### config.mk
export PLATFORM = sky130hd
export DESIGN_NAME = pagemap_top
export DESIGN_NICKNAME = d
export VERILOG_FILES = /design/src/rtl/pagemap_pkg.sv /design/src/rtl/pagemap_table.sv /design/src/rtl/pagemap_ctrl.sv /design/src/rtl/pagemap_xlate.sv /design/src/rtl/pagemap_top.sv
export SDC_FILE = /design/constraint.sdc
export NUM_CORES = 1
export LEC_CHECK = 0
export ABC_AREA = 1
export ABC_CLOCK_PERIOD_IN_PS = 1950
export BUFFER_PORTS_ARGS = -buffer_cell sky130_fd_sc_hd__buf_2
export CAP_MARGIN = 20
export CELL_PAD_IN_SITES_DETAIL_PLACEMENT = 0
export CELL_PAD_IN_SITES_GLOBAL_PLACEMENT = 2
export CORE_ASPECT_RATIO = 1.25
export CORE_MARGIN = 4
export CORE_UTILIZATION = 40
export CTS_CLUSTER_SIZE = 28
export DETAILED_ROUTE_END_ITERATION = 7
export HOLD_SLACK_MARGIN = 0.12
export PLACE_DENSITY_LB_ADDON = 0.1
export RECOVER_POWER = 25
export SLEW_MARGIN = 10
export SYNTH_ARGS = -nofsm -noshare
export SYNTH_HDL_FRONTEND = slang
export SYNTH_SLANG_ARGS = --single-unit
### constraint.sdc
create_clock -name clk -period 1.95 [get_ports clk]
set_clock_uncertainty 0.1 [all_clocks]
set_input_delay 0.39 -clock clk [delete_from_list [all_inputs] [get_ports clk]]
set_output_delay 0.39 -clock clk [all_outputs]
set_load 0.02 [all_outputs]
### src/rtl/pagemap_pkg.sv
// Package: pagemap_pkg
// Holds the default geometry shared by the mapper modules and the bench.
// Assumes the entry width is at least the index width and no wider than the data bus.
package pagemap_pkg;
    localparam int unsigned PM_ADDR_W = 16;
    localparam int unsigned PM_IDX_W  = 4;
    localparam int unsigned PM_BUS_W  = 12;
    localparam int unsigned PM_USE_W  = 12;
endpackage

### src/rtl/pagemap_table.sv
// Module: pagemap_table
// Page table storage: one write port from the register side and one
// combinational read port for translation. It has no reset; software must
// load the entries before it enables mapping.
module pagemap_table #(
    parameter int unsigned IDX_W = 4,
    parameter int unsigned USE_W = 12
) (
    input  logic             clk,
    input  logic             rst_n,
    input  logic             we,
    input  logic [IDX_W-1:0] widx,
    input  logic [USE_W-1:0] wdata,
    input  logic [IDX_W-1:0] ridx,
    output logic [USE_W-1:0] rdata
);
    localparam int unsigned DEPTH = 1 << IDX_W;

    logic [USE_W-1:0] mem_q [DEPTH];

    // Load the addressed entry on a write strobe.
    always_ff @(posedge clk) begin
        if (we) begin
            mem_q[widx] <= wdata;
        end
    end

    // Read the entry selected by the page bits without a clock.
    assign rdata = mem_q[ridx];

    // The written value must be present in the indexed entry after the edge.
    assert_write_lands_R4: assert property (@(posedge clk) disable iff (!rst_n)
        we |=> (mem_q[$past(widx)] == $past(wdata)));
endmodule

### src/rtl/pagemap_ctrl.sv
// Module: pagemap_ctrl
// Control word register. Only the enable bit is kept, so the caller passes
// bit 0 of the data bus. Reset takes priority over a write in the same cycle.
module pagemap_ctrl (
    input  logic clk,
    input  logic rst_n,
    input  logic we,
    input  logic wbit,
    output logic en
);
    logic en_q;
    logic rst_seen_q;

    // Hold the enable; clear it on reset, load it on a control write.
    always_ff @(posedge clk) begin
        if (!rst_n) begin
            en_q <= 1'b0;
        end else if (we) begin
            en_q <= wbit;
        end
    end

    // Remember that the previous edge saw reset, for the reset check below.
    always_ff @(posedge clk) begin
        rst_seen_q <= !rst_n;
    end

    assign en = en_q;

    // After a reset edge the enable must read low.
    always_ff @(posedge clk) begin
        if (rst_seen_q) begin
            assert_reset_clears_R1: assert (!en_q);
        end
    end

    assert_ctrl_load_R6: assert property (@(posedge clk) disable iff (!rst_n)
        we |=> (en_q == $past(wbit)));

    assert_ctrl_hold_R5: assert property (@(posedge clk) disable iff (!rst_n)
        !we |=> $stable(en_q));
endmodule

### src/rtl/pagemap_xlate.sv
// Module: pagemap_xlate
// Combinational address translation. When enabled, the table entry replaces
// the page bits. When disabled, the page bits are zero-extended in place.
// Assumes USE_W >= IDX_W.
module pagemap_xlate #(
    parameter int unsigned ADDR_W = 16,
    parameter int unsigned IDX_W  = 4,
    parameter int unsigned USE_W  = 12,
    localparam int unsigned OFF_W = ADDR_W - IDX_W,
    localparam int unsigned PA_W  = OFF_W + USE_W
) (
    input  logic              en,
    input  logic [ADDR_W-1:0] vaddr,
    input  logic [USE_W-1:0]  entry,
    output logic [PA_W-1:0]   paddr
);
    logic [USE_W-1:0] ident_hi;

    // Build the identity-mode upper field, padding only when it is wider.
    generate
        if (USE_W > IDX_W) begin : g_pad
            assign ident_hi = {{(USE_W - IDX_W){1'b0}}, vaddr[ADDR_W-1:OFF_W]};
        end else begin : g_nopad
            assign ident_hi = vaddr[ADDR_W-1:OFF_W];
        end
    endgenerate

    // Pick the upper field and append the untouched page offset.
    always_comb begin
        paddr = {(en ? entry : ident_hi), vaddr[OFF_W-1:0]};
    end
endmodule

### src/rtl/pagemap_top.sv
// Module: pagemap_top
// Paged address mapper top. It ties together the page table, the control
// register and the translator. The entry width is trimmed from the data bus
// to USE_W bits; the upper bus bits are dropped.
// Assumes IDX_W <= USE_W <= BUS_W.
module pagemap_top #(
    parameter int unsigned ADDR_W = pagemap_pkg::PM_ADDR_W,
    parameter int unsigned IDX_W  = pagemap_pkg::PM_IDX_W,
    parameter int unsigned BUS_W  = pagemap_pkg::PM_BUS_W,
    parameter int unsigned USE_W  = pagemap_pkg::PM_USE_W,
    localparam int unsigned OFF_W = ADDR_W - IDX_W,
    localparam int unsigned PA_W  = OFF_W + USE_W
) (
    input  logic              clk,
    input  logic              rst_n,
    input  logic [ADDR_W-1:0] cpu_addr,
    input  logic [IDX_W-1:0]  reg_idx,
    input  logic [BUS_W-1:0]  reg_wdata,
    input  logic              tbl_wr,
    input  logic              ctl_wr,
    output logic [PA_W-1:0]   phys_addr
);
    logic             map_en;
    logic [USE_W-1:0] sel_entry;

    pagemap_table #(.IDX_W(IDX_W), .USE_W(USE_W)) u_table (
        .clk   (clk),
        .rst_n (rst_n),
        .we    (tbl_wr),
        .widx  (reg_idx),
        .wdata (reg_wdata[USE_W-1:0]),
        .ridx  (cpu_addr[ADDR_W-1:OFF_W]),
        .rdata (sel_entry)
    );

    pagemap_ctrl u_ctrl (
        .clk   (clk),
        .rst_n (rst_n),
        .we    (ctl_wr),
        .wbit  (reg_wdata[0]),
        .en    (map_en)
    );

    pagemap_xlate #(.ADDR_W(ADDR_W), .IDX_W(IDX_W), .USE_W(USE_W)) u_xlate (
        .en    (map_en),
        .vaddr (cpu_addr),
        .entry (sel_entry),
        .paddr (phys_addr)
    );

    // The page offset always passes through untouched.
    assert_offset_pass_R3: assert property (@(posedge clk) disable iff (!rst_n)
        phys_addr[OFF_W-1:0] == cpu_addr[OFF_W-1:0]);

    // In identity mode the physical address is the zero-extended input.
    assert_identity_R2: assert property (@(posedge clk) disable iff (!rst_n)
        !map_en |-> (phys_addr == PA_W'(cpu_addr)));

    // A table write alone never changes the enable.
    assert_tbl_keeps_en_R5: assert property (@(posedge clk) disable iff (!rst_n)
        (tbl_wr && !ctl_wr) |=> (map_en == $past(map_en)));
endmodule

==> metrics.cfg, run 1 <==
[global_route]
grt_max_degree = 25
grt-ovfl-total = 0
grt_use_total_pct = 20.2
first_global_vias = 5462
antenna_found_initial = 0
grt_pass1_wl_mm = 33.1

[final_layout]
num_antenna_cells = 0
nNetsFinal = 824
drive_above_1_share_pct = 23.3
design_area_mm2 = 0.0102
area_growth_pct = 26.5

[synth]
synth_top_area_share_pct = 71.6
yosysTopAreaCell = edfxtp_1
syn_avg_cell_area_um2 = 11.4
syn_area_mm2 = 0.00806
yosys-top-cells-area = edfxtp_1 (72%), nand2_1 (8.8%), nand3_1 (6.0%), nor2_1 (3.0%), inv_1 (2.4%)
synth-seq-cells = 193
synth-edff-count = 192
yosysWarningCount = 0
syn_inst = 705
synth_seq_area_share_pct = 71.8
synth_ff_type = edfxtp_1
syn_nets = 741
ys_types = 19
async_flop_share_pct = 0

[clock_tree]
cts_max_level = 4
cts_sinks = 193
numCtsBuffers = 17
clockBufferDepth = 2
clk_pin_slew_ns = 0.07
clockRootBuffer = clkbuf_16
cts_tree = done
clkLatencyLatePin_ns = 0.42

[routing]
wire_per_inst_um = 20.9
post-route-drc-count = 0
wl_mm = 22.2
ant_nets = 0
dr.pass1.iters = 6
vias = 5436
drtIter0Drc = 360
vias_per_cell = 5.10

[sta]
hold_viol = 0
worst_slack_ns = -0.0447
period_share_pct = 102
rsz0062_at_grt = true
setup_violations = 6
fmax_mhz = 501
tns_ns = -0.173
drv_slew = 0
relSlewSlack_pct = 53.7
tightest_slew_ns = 0.695
min_period_ns = 1.99

[min_path]
hold_path_class = primary input to register

[outcome]
status = finished with violations
violations = setup timing

[worst_setup_path]
worst-setup-path-type = register to primary output
critPathMaxFanout = 4
critPathLaunchType = register
rrSetupSlack_ns = 0.27
worstPathRequired_ns = 1.46
setup.worst_path.end_class = primary output
crit_arrival_ns = 1.50

[place]
io_buffers = 35
dpl-instance-area_mm2 = 0.00888
gp_congestion = 0.762
dp_hpwl_mm = 12.6

[floorplan]
initial_core_util_pct = 41.1
die_x_um = 135
dieArea_mm2 = 0.0225
core_area_mm2 = 0.0196
fp-row-count = 57
fp.dieH_um = 167
io_pins = 60

[power_and_ir_drop]
p_per_area_mw_per_mm2 = 861
p_leak_nw = 3.89
max-vdd-ir-drop_v = 0.000600

[job]
drv_cap = 0

==> Yosys cell counts (2+ instances only) <==
master      n
buf_6       3
edfxtp_1  192
buf_2      16
clkbuf_1   13
o21ai_0    32
nor2_1     64
o211ai_1   16
a21oi_1     7
inv_1      51
nand3b_1    2
buf_4      16
nand3_1    96
nand2_1   189
nand4_1     2
clkinv_1    2
==> worst paths after layout <==
| check | from | to | cells past startpoint |
|---|---|---|---|
| worst max-delay path | u_ctrl.en | phys_addr[17] | 7 |
| worst min-delay path | reg_wdata[4] | u_table.mem_q[7][4] | 1 |
| worst max register to register | u_ctrl.en | u_ctrl.en | 6 |
| worst min register to register | u_ctrl.en | u_ctrl.en | 6 |
==> state kept, by name, summed over array words and instances, names as in the netlist <==
signal,count
u_table.mem_q,192
u_ctrl.en,1
==> cell usage in the layout (no fill, tap or decap), drive strengths merged <==
cell type    Yosys  routed
clkinv           2       5
nand2          189     189
o21ai           33      33
a21oi            7       7
bufbuf           0       1
buf             35      99
dfxtp            1       1
dlygate4sd3      0       2
o211ai          16      16
nand3b           2       2
nor2            64      64
nand4            2       2
or2              1       1
clkinvlp         0       4
edfxtp         192     192
clkbuf          13      28
inv             52      59
nand3           96      96
==> report_power, final <==
group          switching [mW]  internal (mW)  leakage [nW]
sequential             0.0200           4.64          1.74
combinational           0.500          0.345          1.88
clock                    1.58           1.68         0.261
total                    2.10           6.67          3.89
==> cell families (layout without fill, tap and decap cells) <==
logic type / count (synthesis) / after routing / synth area share [%]
simple gates: 354 / 354 / 18.2
flops: 193 / 193 / 71.8
compound gates: 56 / 56 / 3.98
buf+inv: 102 / 198 / 6.03
==> stage by stage <==
| stage | instances | hold slack, ns | utilization, % | worst slack [ns] | total power [mW] |
|---|---|---|---|---|---|
| after global routing | 1066 | 0.256 | 52.0 | -0.130 | 9.11 |
| after global placement | 1016 | 0.478 | 45.3 | -0.200 | 5.40 |
| final | 1066 | 0.254 | 52.0 | -0.0447 | 8.77 |
| after detailed placement | 1016 | 0.485 | 45.3 | -0.195 | 5.41 |
| after floorplan | 705 | 0.383 | - | 0.0273 | 5.12 |
| after CTS | 1061 | 0.220 | 51.2 | -0.0632 | 8.81 |
==> critical path: stages, from the launching register on <==
cell     delay, ns
dfxtp_2       0.36
inv_2         0.06
nor2_4        0.10
buf_6         0.14
buf_6         0.13
nand3_2       0.09
nand2_4       0.09
buf_6         0.11
==> area by class of cell <==
cell class / instances / area, µm²
sequential: 193 / 5790
timing repair buffer: 112 / 1250
multi-input combinational: 410 / 2030
inverter: 54 / 229
clock buffer: 18 / 429
clock inverter: 14 / 126
fill: 1771 / 9420
tap: 265 / 332
==> layer usage <==
layer,vias to the layer above,track usage (%),routed length [µm]
li1,2580,-,-
met1,2683,26.3,9430
met2,147,34.8,11500
met3,26,3.47,970
met4,0,5.76,344
met5,-,0,0
==> timing repair <==
item / CTS / global route
setup endpoints to repair: 12 / 12
resized for setup: 95 / 31
gates cloned: 8 / 2
pin swaps: 14 / 28
setup buffers: 3 / 3
hold buffers: 2 / 0
hold endpoints to repair: 1 / 0
No activity file was read; power rests on OpenSTA's default activity.
==> inputs of run 2 (changes only) <==
Settings changed: CORE_ASPECT_RATIO 1.25 to 0.6.
==> run 2 against run 1 <==
  * The flow still finishes with violations (setup timing)
  * Maximum frequency is 0.19% higher
  * Wire length is 1.0% higher
  * Setup slack better by 0.0038 ns
  * Non-clock buffer count is 6 lower
  * Die area is 0.27% higher
  * Sequential share of layout area is 0.66 points higher
  * Clock power is 7.4% higher
  * Clock-buffer cell count stayed put
  * Flip-flop and latch count stayed put
  * Design area is 1.1% lower
  * Global-route usage is 0.31 points higher
  * Largest cell class unchanged
  * Highest routed layer unchanged
==> metrics.cfg, run 2 (synthesis gave the netlist of run 1 again) <==
[job]
drv_cap = 0

[worst_setup_path]
critPathBufInv = 4
timing.rr.end = u_ctrl.en
critPathMaxFanout = 6
worstPathRequired_ns = 1.46
cp_slowest_stage_delay_ns = 0.15
rrSetupSlack_ns = 0.61
critPathTopFamily = buffers and inverters
worst-setup-path-type = primary input to primary output
crit_chain = buf_12, buf_12, buf_4, nor2_1, nor2_1, o21ai_0, o211ai_1, nand3_1, nand2_2, buf_6
setup.worst_path.end_class = primary output
path_depth = 10
rr_startpoint = u_ctrl.en
r2r_cells = 3
critPathLaunchType = primary input
crit_arrival_ns = 1.50
cp_slowest_cell = buf_4

[global_route]
grt_use_total_pct = 20.5
antenna_found_initial = 0
first_global_vias = 5370
grt_max_degree = 42
grt_pass1_wl_mm = 33.6
grt-ovfl-total = 0

[floorplan]
io_pins = 60
fp.dieH_um = 118
initial_core_util_pct = 41.6
die_x_um = 191
fp-row-count = 39
dieArea_mm2 = 0.0225
core_area_mm2 = 0.0194

[power_and_ir_drop]
max-vdd-ir-drop_v = 0.000608
power.total_mw = 8.96
p_switching_mw = 2.15
swShare_pct = 24.0
p_leak_nw = 3.83
p_per_area_mw_per_mm2 = 889
power.share.clock_pct = 39.0
seqPwrFrac_pct = 52.0
intPower_mw = 6.81
pwr-share-comb_pct = 8.9

[final_layout]
mostFrequentLayoutCells = edfxtp_1 (192), nand2_1 (183), nand3_1 (73)
fillers = 1699
largest_reg_flops = 192
area_growth_pct = 25.1
nNetsFinal = 818
design_area_mm2 = 0.0101
drive_above_1_share_pct = 21.6
num_antenna_cells = 0
layout_commonest_cell = edfxtp_1
top_register = u_table.mem_q
final_cells = 1061

[routing]
post-route-drc-count = 0
drtIter0Drc = 502
vias_per_cell = 5.19
wl_mm = 22.5
ant_nets = 0
vias = 5505
wire_per_inst_um = 21.2
dr.pass1.iters = 7

[min_path]
hold_path_class = primary input to register
min_from = reg_wdata[2]
min_to = u_table.mem_q[10][2]
hold_depth = 1

[clock_tree]
cts_tree = done
cts_max_level = 4
clk_pin_slew_ns = 0.07
clockRootBuffer = clkbuf_16
numCtsBuffers = 17
clkLatencyLatePin_ns = 0.44
clockBufferDepth = 2
cts_sinks = 193

[sta]
setup_violations = 8
tightest_slew_ns = 0.716
fmax_mhz = 502
worst_slack_ns = -0.0409
min_period_ns = 1.99
relSlewSlack_pct = 52.3
drv_slew = 0
period_share_pct = 102
rsz0062_at_grt = true
tns_ns = -0.148
hold_viol = 0

[place]
dpl-instance-area_mm2 = 0.00892
gp_congestion = 0.760
io_buffers = 35
dpl_worst_slack_ns = -0.199
dp_cells = 1019
dp_hpwl_mm = 13.4

[outcome]
violations = setup timing
status = finished with violations

[run 2: how the worst max path moves through the flow]
| stage | startpoint | endpoint | slack [ns] |
|---|---|---|---|
| floorplan | cpu_addr[12] | phys_addr[16] | 0.03 |
| global placement | cpu_addr[12] | phys_addr[13] | -0.17 |
| detailed placement | cpu_addr[12] | phys_addr[21] | -0.20 |
| CTS | u_table.mem_q[0][8] | phys_addr[20] | -0.06 |
| global route | u_table.mem_q[4][8] | phys_addr[20] | -0.16 |
| finish | cpu_addr[12] | phys_addr[22] | -0.04 |
[run 2: worst register-to-register path: cells and delay by family (launching register included)]
kind / cells / cell delay (ns)
buffers and inverters: 1 / 0.55
flip-flops: 1 / 0.37
AO/OA/AOI/OAI: 2 / 0.21
[run 2: through the flow]
| step | hold WS (ns) | utilization, % |
|---|---|---|
| after floorplan | 0.383 | - |
| after global placement | 0.478 | 46.0 |
| after detailed placement | 0.488 | 46.0 |
| after CTS | 0.207 | 51.7 |
| after global routing | 0.244 | 52.0 |
| final | 0.241 | 52.0 |
[run 2: what timing repair did]
| action | CTS | global route |
|---|---|---|
| setup buffers | 1 | 0 |
| gates cloned | 7 | 0 |
| hold endpoints to repair | 1 | 0 |
| hold buffers | 2 | 0 |
| resized for setup | 95 | 17 |
| endpoints found under the setup margin | 12 | 12 |
| pin swaps | 39 | 15 |
[run 2: per-layer routing]
| metal | wire length (µm) | vias to the layer above | global-route usage (%) |
|---|---|---|---|
| met4 | 456 | 0 | 6.41 |
| li1 | - | 2568 | - |
| met2 | 9100 | 159 | 27.7 |
| met1 | 11800 | 2749 | 32.9 |
| met5 | 0 | - | 0 |
| met3 | 1130 | 29 | 4.12 |
[run 2: cell type report]
| cell class | instances | area [µm²] | share of cell area (%) |
|---|---|---|---|
| repair buffers | 106 | 1190 | 11.8 |
| flip-flops and latches | 193 | 5790 | 57.4 |
| multi-input cells | 410 | 1960 | 19.4 |
| clock buffers | 18 | 439 | 4.36 |
| well taps | 266 | 333 | 3.30 |
| clock inverters | 14 | 146 | 1.45 |
| inverters | 54 | 221 | 2.20 |
[run 2: power by group through the flow]
stage	clock network, mW	registers, mW	logic (mW)
floorplan	0	4.75	0.368
global placement	0	4.75	0.643
detailed placement	0	4.76	0.653
CTS	3.55	4.66	0.799
global route	3.74	4.67	0.874
finish	3.50	4.66	0.802
